==> config.mk <==
export PLATFORM = sky130hd
export DESIGN_NAME = vga_crtc_regbank
export DESIGN_NICKNAME = d
export VERILOG_FILES = /design/src/rtl/crtc_pkg.sv /design/src/rtl/crtc_index_port.sv /design/src/rtl/crtc_reg_file.sv /design/src/rtl/crtc_vert_map.sv /design/src/rtl/crtc_vint.sv /design/src/rtl/vga_crtc_regbank.sv
export SDC_FILE = /design/constraint.sdc
export NUM_CORES = 1
export LEC_CHECK = 0
export ABC_AREA = 1
export BUFFER_PORTS_ARGS = -buffer_cell sky130_fd_sc_hd__buf_2
export CAP_MARGIN = 20
export CORE_UTILIZATION = 49
export CTS_CLUSTER_SIZE = 30
export DETAILED_ROUTE_END_ITERATION = 10
export GPL_TIMING_DRIVEN = 0
export MAX_ROUTING_LAYER = met4
export PLACE_DENSITY_LB_ADDON = 0.3
export SYNTH_ARGS = -nofsm -noshare
export SYNTH_HDL_FRONTEND = slang
export SYNTH_SLANG_ARGS = --single-unit
export TNS_END_PERCENT = 10
==> constraint.sdc <==
create_clock -name clk -period 1.3 [get_ports clk]
set_input_delay 0.065 -clock clk [delete_from_list [all_inputs] [get_ports clk]]
set_output_delay 0.065 -clock clk [all_outputs]
set_load 0.03 [all_outputs]
==> src/rtl/crtc_pkg.sv <==
package crtc_pkg;
    localparam int IDX_HTOT   = 8'h00;
    localparam int IDX_HDISP  = 8'h01;
    localparam int IDX_HRET   = 8'h04;
    localparam int IDX_VTOT   = 8'h06;
    localparam int IDX_OVF    = 8'h07;
    localparam int IDX_PRESET = 8'h08;
    localparam int IDX_MSCAN  = 8'h09;
    localparam int IDX_CSTART = 8'h0A;
    localparam int IDX_CEND   = 8'h0B;
    localparam int IDX_SADDR_H = 8'h0C;
    localparam int IDX_SADDR_L = 8'h0D;
    localparam int IDX_CADDR_H = 8'h0E;
    localparam int IDX_CADDR_L = 8'h0F;
    localparam int IDX_VRSTART = 8'h10;
    localparam int IDX_VRCTL   = 8'h11;
    localparam int IDX_VDEND   = 8'h12;
    localparam int IDX_ROWOFS  = 8'h13;
    localparam int IDX_VBSTART = 8'h15;
    localparam int IDX_LCMP    = 8'h18;

    // bit positions that other logic decodes
    localparam int PROT_BIT    = 7;  // reg 0x11
    localparam int VI_OFF_BIT  = 5;  // reg 0x11
    localparam int VI_KEEP_BIT = 4;  // reg 0x11
    localparam int LCMP8_BIT   = 4;  // reg 0x07
    localparam int PROT_LIMIT  = 8;  // regs below this number are lockable

    typedef struct packed {
        logic pending;
        logic vret_prev;
    } vint_state_t;
endpackage

==> src/rtl/crtc_index_port.sv <==
module crtc_index_port #(
    parameter int IDX_W = 8
) (
    input  logic             clk,
    input  logic             rst_n,
    input  logic             we_i,
    input  logic [IDX_W-1:0] wdata_i,
    output logic [IDX_W-1:0] idx_o
);
    logic [IDX_W-1:0] idx_d, idx_q;

    always_comb begin
        idx_d = idx_q;
        if (we_i) idx_d = wdata_i;
    end

    always_ff @(posedge clk) begin
        if (!rst_n) idx_q <= '0;
        else        idx_q <= idx_d;
    end

    assign idx_o = idx_q;

    assert_idx_hold_R1: assert property (@(posedge clk) disable iff (!rst_n)
        we_i |=> (idx_q == $past(wdata_i)));
endmodule

==> src/rtl/crtc_reg_file.sv <==
module crtc_reg_file
    import crtc_pkg::*;
#(
    parameter int NUM_REGS = 25,
    parameter int DATA_W   = 8,
    parameter int IDX_W    = 8
) (
    input  logic                             clk,
    input  logic                             rst_n,
    input  logic                             wr_en_i,
    input  logic [IDX_W-1:0]                 wr_idx_i,
    input  logic [DATA_W-1:0]                wr_data_i,
    output logic [NUM_REGS-1:0][DATA_W-1:0]  regs_o
);
    localparam int SEL_W = $clog2(NUM_REGS);

    typedef struct packed {
        logic [NUM_REGS-1:0][DATA_W-1:0] regs;
    } rf_state_t;

    rf_state_t st_d, st_q;
    logic      prot;
    logic      in_range;
    logic      locked;

    assign prot     = st_q.regs[IDX_VRCTL][PROT_BIT];
    assign in_range = (wr_idx_i < IDX_W'(NUM_REGS));
    assign locked   = prot && (wr_idx_i < IDX_W'(PROT_LIMIT));

    always_comb begin
        st_d = st_q;
        if (wr_en_i && in_range) begin
            if (locked) begin
                if (wr_idx_i == IDX_W'(IDX_OVF))
                    st_d.regs[IDX_OVF][LCMP8_BIT] = wr_data_i[LCMP8_BIT];
            end else begin
                st_d.regs[wr_idx_i[SEL_W-1:0]] = wr_data_i;
            end
        end
    end

    always_ff @(posedge clk) begin
        if (!rst_n) st_q <= '0;
        else        st_q <= st_d;
    end

    assign regs_o = st_q.regs;

    assert_locked_write_dropped_R2: assert property (@(posedge clk) disable iff (!rst_n)
        (wr_en_i && prot && wr_idx_i < IDX_W'(IDX_OVF)) |=> $stable(st_q.regs));

    assert_ovf_locked_bits_R2: assert property (@(posedge clk) disable iff (!rst_n)
        (wr_en_i && prot && wr_idx_i == IDX_W'(IDX_OVF)) |=>
        ({st_q.regs[IDX_OVF][7:5], st_q.regs[IDX_OVF][3:0]} ==
         $past({st_q.regs[IDX_OVF][7:5], st_q.regs[IDX_OVF][3:0]})));

    assert_lcmp8_writable_R3: assert property (@(posedge clk) disable iff (!rst_n)
        (wr_en_i && wr_idx_i == IDX_W'(IDX_OVF)) |=>
        (st_q.regs[IDX_OVF][LCMP8_BIT] == $past(wr_data_i[LCMP8_BIT])));

    assert_oob_no_effect_R10: assert property (@(posedge clk) disable iff (!rst_n)
        (wr_en_i && wr_idx_i >= IDX_W'(NUM_REGS)) |=> $stable(st_q.regs));
endmodule

==> src/rtl/crtc_vert_map.sv <==
module crtc_vert_map #(
    parameter int DATA_W = 8,
    localparam int VERT_W = DATA_W + 2
) (
    input  logic [DATA_W-1:0] ovf_i,
    input  logic [DATA_W-1:0] mscan_i,
    input  logic [DATA_W-1:0] vtot_lo_i,
    input  logic [DATA_W-1:0] vdend_lo_i,
    input  logic [DATA_W-1:0] vrstart_lo_i,
    input  logic [DATA_W-1:0] vbstart_lo_i,
    input  logic [DATA_W-1:0] lcmp_lo_i,
    output logic [VERT_W-1:0] vtotal_o,
    output logic [VERT_W-1:0] vdisp_end_o,
    output logic [VERT_W-1:0] vret_start_o,
    output logic [VERT_W-1:0] vblank_start_o,
    output logic [VERT_W-1:0] line_cmp_o
);
    always_comb begin
        vtotal_o       = {ovf_i[5],   ovf_i[0], vtot_lo_i};
        vdisp_end_o    = {ovf_i[6],   ovf_i[1], vdend_lo_i};
        vret_start_o   = {ovf_i[7],   ovf_i[2], vrstart_lo_i};
        vblank_start_o = {mscan_i[5], ovf_i[3], vbstart_lo_i};
        line_cmp_o     = {mscan_i[6], ovf_i[4], lcmp_lo_i};
    end
endmodule

==> src/rtl/crtc_vint.sv <==
module crtc_vint
    import crtc_pkg::*;
(
    input  logic clk,
    input  logic rst_n,
    input  logic vret_i,
    input  logic ack_i,
    input  logic mask_i,
    output logic irq_o
);
    vint_state_t st_d, st_q;
    logic        rise;

    assign rise = vret_i && !st_q.vret_prev;

    always_comb begin
        st_d           = st_q;
        st_d.vret_prev = vret_i;
        if (ack_i) st_d.pending = 1'b0;
        if (rise)  st_d.pending = 1'b1;
    end

    always_ff @(posedge clk) begin
        if (!rst_n) st_q <= '0;
        else        st_q <= st_d;
    end

    assign irq_o = st_q.pending && !mask_i;

    assert_edge_sets_pending_R8: assert property (@(posedge clk) disable iff (!rst_n)
        (vret_i && !st_q.vret_prev) |=> st_q.pending);

    assert_ack_clears_R8: assert property (@(posedge clk) disable iff (!rst_n)
        (ack_i && !(vret_i && !st_q.vret_prev)) |=> !st_q.pending);

    assert_level_no_retrigger_R8: assert property (@(posedge clk) disable iff (!rst_n)
        (!st_q.pending && !ack_i && !(vret_i && !st_q.vret_prev)) |=> !st_q.pending);

    assert_mask_blocks_irq_R9: assert property (@(posedge clk) disable iff (!rst_n)
        mask_i |-> !irq_o);
endmodule

==> src/rtl/vga_crtc_regbank.sv <==
module vga_crtc_regbank
    import crtc_pkg::*;
#(
    parameter int NUM_REGS = 25,
    parameter int DATA_W   = 8,
    parameter int IDX_W    = 8,
    localparam int VERT_W  = DATA_W + 2,
    localparam int ADDR_W  = 2 * DATA_W
) (
    input  logic              clk,
    input  logic              rst_n,
    input  logic              idx_we,
    input  logic [IDX_W-1:0]  idx_wdata,
    output logic [IDX_W-1:0]  idx_rdata,
    input  logic              dat_we,
    input  logic [DATA_W-1:0] dat_wdata,
    input  logic              vret,
    output logic              irq,
    output logic [DATA_W-1:0] htotal,
    output logic [DATA_W-1:0] hdisp_end,
    output logic [DATA_W-1:0] hret_start,
    output logic [VERT_W-1:0] vtotal,
    output logic [VERT_W-1:0] vdisp_end,
    output logic [VERT_W-1:0] vret_start,
    output logic [VERT_W-1:0] vblank_start,
    output logic [VERT_W-1:0] line_cmp,
    output logic [3:0]        vret_end,
    output logic [4:0]        max_scan,
    output logic              dbl_scan,
    output logic [4:0]        preset_row,
    output logic [1:0]        byte_pan,
    output logic [4:0]        cur_start,
    output logic              cur_off,
    output logic [4:0]        cur_end,
    output logic [1:0]        cur_skew,
    output logic [ADDR_W-1:0] disp_start,
    output logic [ADDR_W-1:0] cur_addr,
    output logic [DATA_W-1:0] row_offset
);
    logic [IDX_W-1:0]                idx;
    logic [NUM_REGS-1:0][DATA_W-1:0] regs;
    logic                            ack;

    crtc_index_port #(.IDX_W(IDX_W)) u_idx (
        .clk(clk), .rst_n(rst_n), .we_i(idx_we), .wdata_i(idx_wdata), .idx_o(idx)
    );

    crtc_reg_file #(.NUM_REGS(NUM_REGS), .DATA_W(DATA_W), .IDX_W(IDX_W)) u_rf (
        .clk(clk), .rst_n(rst_n), .wr_en_i(dat_we), .wr_idx_i(idx),
        .wr_data_i(dat_wdata), .regs_o(regs)
    );

    crtc_vert_map #(.DATA_W(DATA_W)) u_vmap (
        .ovf_i(regs[IDX_OVF]), .mscan_i(regs[IDX_MSCAN]),
        .vtot_lo_i(regs[IDX_VTOT]), .vdend_lo_i(regs[IDX_VDEND]),
        .vrstart_lo_i(regs[IDX_VRSTART]), .vbstart_lo_i(regs[IDX_VBSTART]),
        .lcmp_lo_i(regs[IDX_LCMP]),
        .vtotal_o(vtotal), .vdisp_end_o(vdisp_end), .vret_start_o(vret_start),
        .vblank_start_o(vblank_start), .line_cmp_o(line_cmp)
    );

    assign ack = dat_we && (idx == IDX_W'(IDX_VRCTL)) && !dat_wdata[VI_KEEP_BIT];

    crtc_vint u_vint (
        .clk(clk), .rst_n(rst_n), .vret_i(vret), .ack_i(ack),
        .mask_i(regs[IDX_VRCTL][VI_OFF_BIT]), .irq_o(irq)
    );

    assign idx_rdata  = idx;
    assign htotal     = regs[IDX_HTOT];
    assign hdisp_end  = regs[IDX_HDISP];
    assign hret_start = regs[IDX_HRET];
    assign vret_end   = regs[IDX_VRCTL][3:0];
    assign max_scan   = regs[IDX_MSCAN][4:0];
    assign dbl_scan   = regs[IDX_MSCAN][7];
    assign preset_row = regs[IDX_PRESET][4:0];
    assign byte_pan   = regs[IDX_PRESET][6:5];
    assign cur_start  = regs[IDX_CSTART][4:0];
    assign cur_off    = regs[IDX_CSTART][5];
    assign cur_end    = regs[IDX_CEND][4:0];
    assign cur_skew   = regs[IDX_CEND][6:5];
    assign disp_start = {regs[IDX_SADDR_H], regs[IDX_SADDR_L]};
    assign cur_addr   = {regs[IDX_CADDR_H], regs[IDX_CADDR_L]};
    assign row_offset = regs[IDX_ROWOFS];
endmodule

# Word-level counts from Yosys, hierarchy flattened
# Cells that the tools add are included.
# Widths: inputs -> output; s select.
[word_totals]
register_bits = 210
input_bits = 21
output_inout_bits = 153
wordCells = 57
[classes]
n_lt_le_gt_ge = 4
eq_ne = 3
n_mux = 7
bitwise = 1
n_reduce_logical = 13
[op_table]
columns = ["operator", "count"]
rows = [
  ["$bwmux 200", 1],
  ["$demux 8 s5", 1],
  ["$eq 8x3->1 const B", 1],
  ["$eq 8x5->1 const B", 1],
  ["$lt 8x4->1 const B", 1],
  ["$lt 8x5->1 const B", 1],
  ["$mux 8", 1],
  ["$logic_and 1x1->1", 7],
  ["$lt 5x6->1 const B", 1],
  ["$ge 5x1->1 const B", 1],
  ["$mux 1", 4],
  ["$reduce_and 2->1", 2],
  ["$logic_not 1->1", 3],
  ["$ne 2x2->1 const B", 1],
  ["$reduce_bool 2->1", 1],
  ["$not 1->1", 1],
]

# Depth between registers and ports, before layout
[logic_depth]
word_depth = 6
mapped_depth = 11
depth_no_buf = 9

# Modules after synthesis
# A second synthesis with hierarchy kept.
[unflattened]
hier_cells = 1340
area_unflattened_um2 = 9474.1
[modules_own_cells]
columns = ["module", "instances", "cells_each", "area_each_um2", "seq_area_each_um2"]
rows = [
  ["crtc_reg_file", 1, 1219, 8624.5, 4003.8],
  ["crtc_vert_map", 1, 50, 375.4, 0.0],
  ["crtc_index_port", 1, 51, 356.6, 160.2],
  ["crtc_vint", 1, 11, 76.3, 40.0],
  ["vga_crtc_regbank", 1, 9, 41.3, 0.0],
]

# Least setup slack after synthesis
# Ideal clock, no wire load.
[synth_timing]
kind = "register -> register"
from = "register u_idx.idx_q[4] (netlist: u_idx.idx_o[4])"
to = "register u_rf.st_q (netlist bit u_rf.regs_o[137])"
t_arrival_ns = 1.531
setup_slack_ns = -0.344
path_stages_with_launch = 12
n_path_buf = 2
synth_period_minus_slack_ns = 1.644
path_cell_list = "dfxtp_1 -> nand2_1 -> inv_1 -> nand2_4 -> nand2_2 -> clkinv_4 -> buf_6 -> nand3_2 -> buf_6 -> nand2_1 -> nand2_1 -> nor2_1"
[synth_between]
elab_chain_len = 5
elab_cells_between_ends = 12
[synth_rtl]
columns = ["item", "line_no", "source"]
rows = [
  ["from (decl)", "crtc_index_port.sv:10", "logic [IDX_W-1:0] idx_d, idx_q;"],
  ["from (signal assigned)", "crtc_index_port.sv:19", "else idx_q <= idx_d;"],
  ["$lt 5x6->1 (not written as such) or $ge 5x1->1 (tied branches)", "crtc_reg_file.sv:37", "st_d.regs[wr_idx_i[SEL_W-1:0]] = wr_data_i;"],
  ["$logic_and 1x1->1 (not written as such)", "crtc_reg_file.sv:37", ""],
  ["$mux 8 (not written as such)", "crtc_reg_file.sv:37", ""],
  ["$demux 8 s5", "--", ""],
  ["$bwmux 200", "crtc_reg_file.sv:37", ""],
  ["to (signal assigned)", "crtc_reg_file.sv:44", "else st_q <= st_d;"],
  ["to (decl)", "crtc_reg_file.sv:21", "rf_state_t st_d, st_q;"],
]
# Parallel ways exist; a longest one is shown, timed or not.
# A chain may end at the register's enable or synchronous reset.

# Worst setup path in the final report
[layout_timing]
from = "register u_idx.idx_q[4] (netlist: u_idx.idx_o[4])"
to = "register u_rf.st_q (netlist bit u_rf.regs_o[84])"
# The elaborated chain is that of the path after synthesis.

==> flow_metrics.tcl <==
set metrics [dict create \
    wl_um 21570 \
    numCtsBuffers 17 \
    finalWorstSetupSlack_ps -219.4 \
    drtIter0Drc 537 \
    clk_path_buf_depth 2 \
    num_vias 7250 \
    endpoint_kind "flop" \
    synth_cell_types 22 \
    h-tree-depth 4 \
    hpwl_um 13700 \
    synth.top_cell.area_share_pct 41.84 \
    drv_cap 0 \
    hold_class "in -> reg" \
    async_flop_share_pct 0 \
    die_h_um 125.4 \
    insertion_delay_ps 430 \
    die_area_sq_mm 0.01573 \
    irDropWorstVdd_mv 0.9110 \
    syn_avg_cell_area_sq_um 7.163 \
    antenna_found_initial 0 \
    outcome "finished, violations left" \
    port_buffers 164 \
    final_util_pct 67.68 \
    grt_use_total_pct 27.86 \
    ios 174 \
    layout-drive-gt1-share_pct 36.96 \
    rsz0062_at_grt "true" \
    grt_first_pass_wirelength_um 33240 \
    viasPerCell 4.935 \
    nFillCells 1221 \
    finalMaxSlewViolations 0 \
    synth_commonest_cells "nand2_1 (230), nor2_1 (165), dfxtp_1 (156)" \
    wl_per_cell_um 14.69 \
    crit_arrival_ps 1850 \
    drc 11 \
    yosys_warnings 0 \
    critical_path_required_ps 1630 \
    yosys-top-cells-area "dfxtp_1 (42%), buf_4 (14%), nand2_1 (12%)" \
    clkTransAtPathRegs_ps 60 \
    core_sq_mm 0.01470 \
    place.gp.congestion 0.8380 \
    ys_seq_area_share_pct 41.84 \
    violations "design-rule violations, negative setup slack" \
    synth_seq_cells 156 \
    syn_area_sq_mm 0.007463 \
    cp-start-kind "flop" \
    ys.flop_type "dfxtp_1" \
    power_density_mw_per_mm2 1074 \
    period_minus_slack_ps 1519 \
    preCtsSetupSlack_ps -397.0 \
    cp_max_fo 7 \
    synth_edf_count 0 \
    yosysMostFrequentCell "nand2_1" \
    finalHoldViolations 0 \
    grt_max_degree 17 \
    fin_crit_sh_pct 116.9 \
    grt_overflow 0 \
    syn_nets 1063 \
    grt_pass1_vias 6582 \
    cts-root-buf "clkbuf_16" \
    place_inst 1390 \
    setup_viol 146 \
    yosysTopAreaCell "dfxtp_1" \
    area_growth_pct 33.29 \
    p_leak_uw 0.005072 \
    antennaDiodeCount 0 \
    syn_inst 1042 \
    start_util_pct 50.77 \
    tightest_slew_ps 839.9 \
    slew_headroom_pct 44.01 \
    fmax_mhz 658.2 \
    fin_cells 1469 \
    layout.nets 1293 \
    die_w_um 125.4 \
    cts.sinks 156 \
    finalSetupTns_ps -20870 \
    drtAntennaViolNets 0 \
    drtPass1Iterations 10 \
    rows 44 \
    worstSetupPathType "reg -> reg" \
    fin_skew_ps 5.321 \
    cts_tree "built" \
]
-- worst max-delay path, cell delays in order (launching register included) --
cell	delay, ps
dfxtp_4	450
nand2_4	80
inv_2	60
nand2_4	70
nand2_8	120
clkinv_8	80
buf_12	140
nand3_4	80
buf_2	170
nand2_1	50
nand2_1	50
nor2_1	40
-- layout make-up --
cell class | count | area [sq um] | share of cell area, %
inverters | 89 | 354.1 | 3.559
repair buffers | 210 | 1244 | 12.50
flip-flops and latches | 156 | 3146 | 31.62
well taps | 184 | 230.2 | 2.314
plain buffers | 203 | 1478 | 14.85
multi-input cells | 594 | 2927 | 29.42
clock buffers | 21 | 470.5 | 4.729
clock inverters | 11 | 91.34 | 0.9181
repair inverters | 1 | 8.758 | 0.08804
-- routing by layer --
layer  GRT usage (%)  up-vias  share of wire [%]
met3           6.975       49                7.5
met1           32.70     3283                 41
met4           9.900        0                2.5
met2           46.20      300                 49
met5               -        -                  0
li1                -     3618                  -
-- what timing repair did --
| item | in CTS | in global routing |
|---|---|---|
| gates resized for setup | 54 | 41 |
| hold endpoints to repair | 10 | 0 |
| buffers inserted | 27 | 6 |
| endpoints found under the setup margin | 146 | 147 |
| pin swaps | 20 | 16 |
| gates cloned | 2 | 3 |
| hold buffers | 9 | 0 |
-- report_power, final --
group	switching (uW)	internal, uW	leakage, uW
Combinational	689	329	0.00353
Sequential	63.5	4840	0.00126
Clock	2000	2770	0.000283
-- path summary, 6_finish.rpt --
kind,start,endpoint,slack [ps],depth (start not counted)
setup / recovery,u_idx.idx_o[4],u_rf.regs_o[84],-220,11
hold reg to reg,u_vint.st_q[0],u_vint.st_q[1],440,1
setup reg to reg,u_idx.idx_o[4],u_rf.regs_o[84],-220,11
hold / removal,idx_we,u_idx.idx_o[0],20,4
-- placed cells by master (no fill, tap or decap), types with 2 or more instances in the layout --
master / count
nand2_1: 221
clkbuf_16: 18
clkbuf_8: 3
buf_8: 4
nand2_4: 2
clkbuf_1: 28
buf_2: 166
dfxtp_4: 5
nand2_2: 9
nand3_1: 2
inv_2: 6
inv_4: 2
o21ai_0: 10
inv_6: 3
a21oi_1: 68
inv_1: 80
buf_6: 15
dlygate4sd3_1: 9
nor2_1: 154
nand3_2: 3
nand3_4: 9
nand4_1: 81
nor2_4: 14
buf_1: 7
dfxtp_1: 148
nor2_2: 6
clkinv_2: 6
buf_4: 182
a21oi_2: 11
dfxtp_2: 3
-- registers in the layout, summed over array words and instances (netlist names) --
register,count
u_vint.st_q,2
u_idx.idx_o,8
u_rf.regs_o,146
-- logic make-up (layout without fill, tap and decap cells) --
group                  after synthesis  after routing  synth area share [%]
and+or+nand+nor                    505            505                 29.61
DFF                                156            156                 41.84
buffers and inverters              292            535                 22.58
AOI/OAI and AO/OA                   89             89                 5.968
-- per-stage QoR --
step | instance area [sq um] | hold WS, ps | total power, uW
after detailed placement | 8640 | 291.6 | 5824
after global routing | 9948 | 69.48 | 10990
after CTS | 9721 | 22.03 | 10620
final | 9948 | 20.82 | 10690
after global placement | 8640 | 289.1 | 5818
after floorplan | 7589 | 171.6 | 5571
No activity file was read; power rests on OpenSTA's default activity.
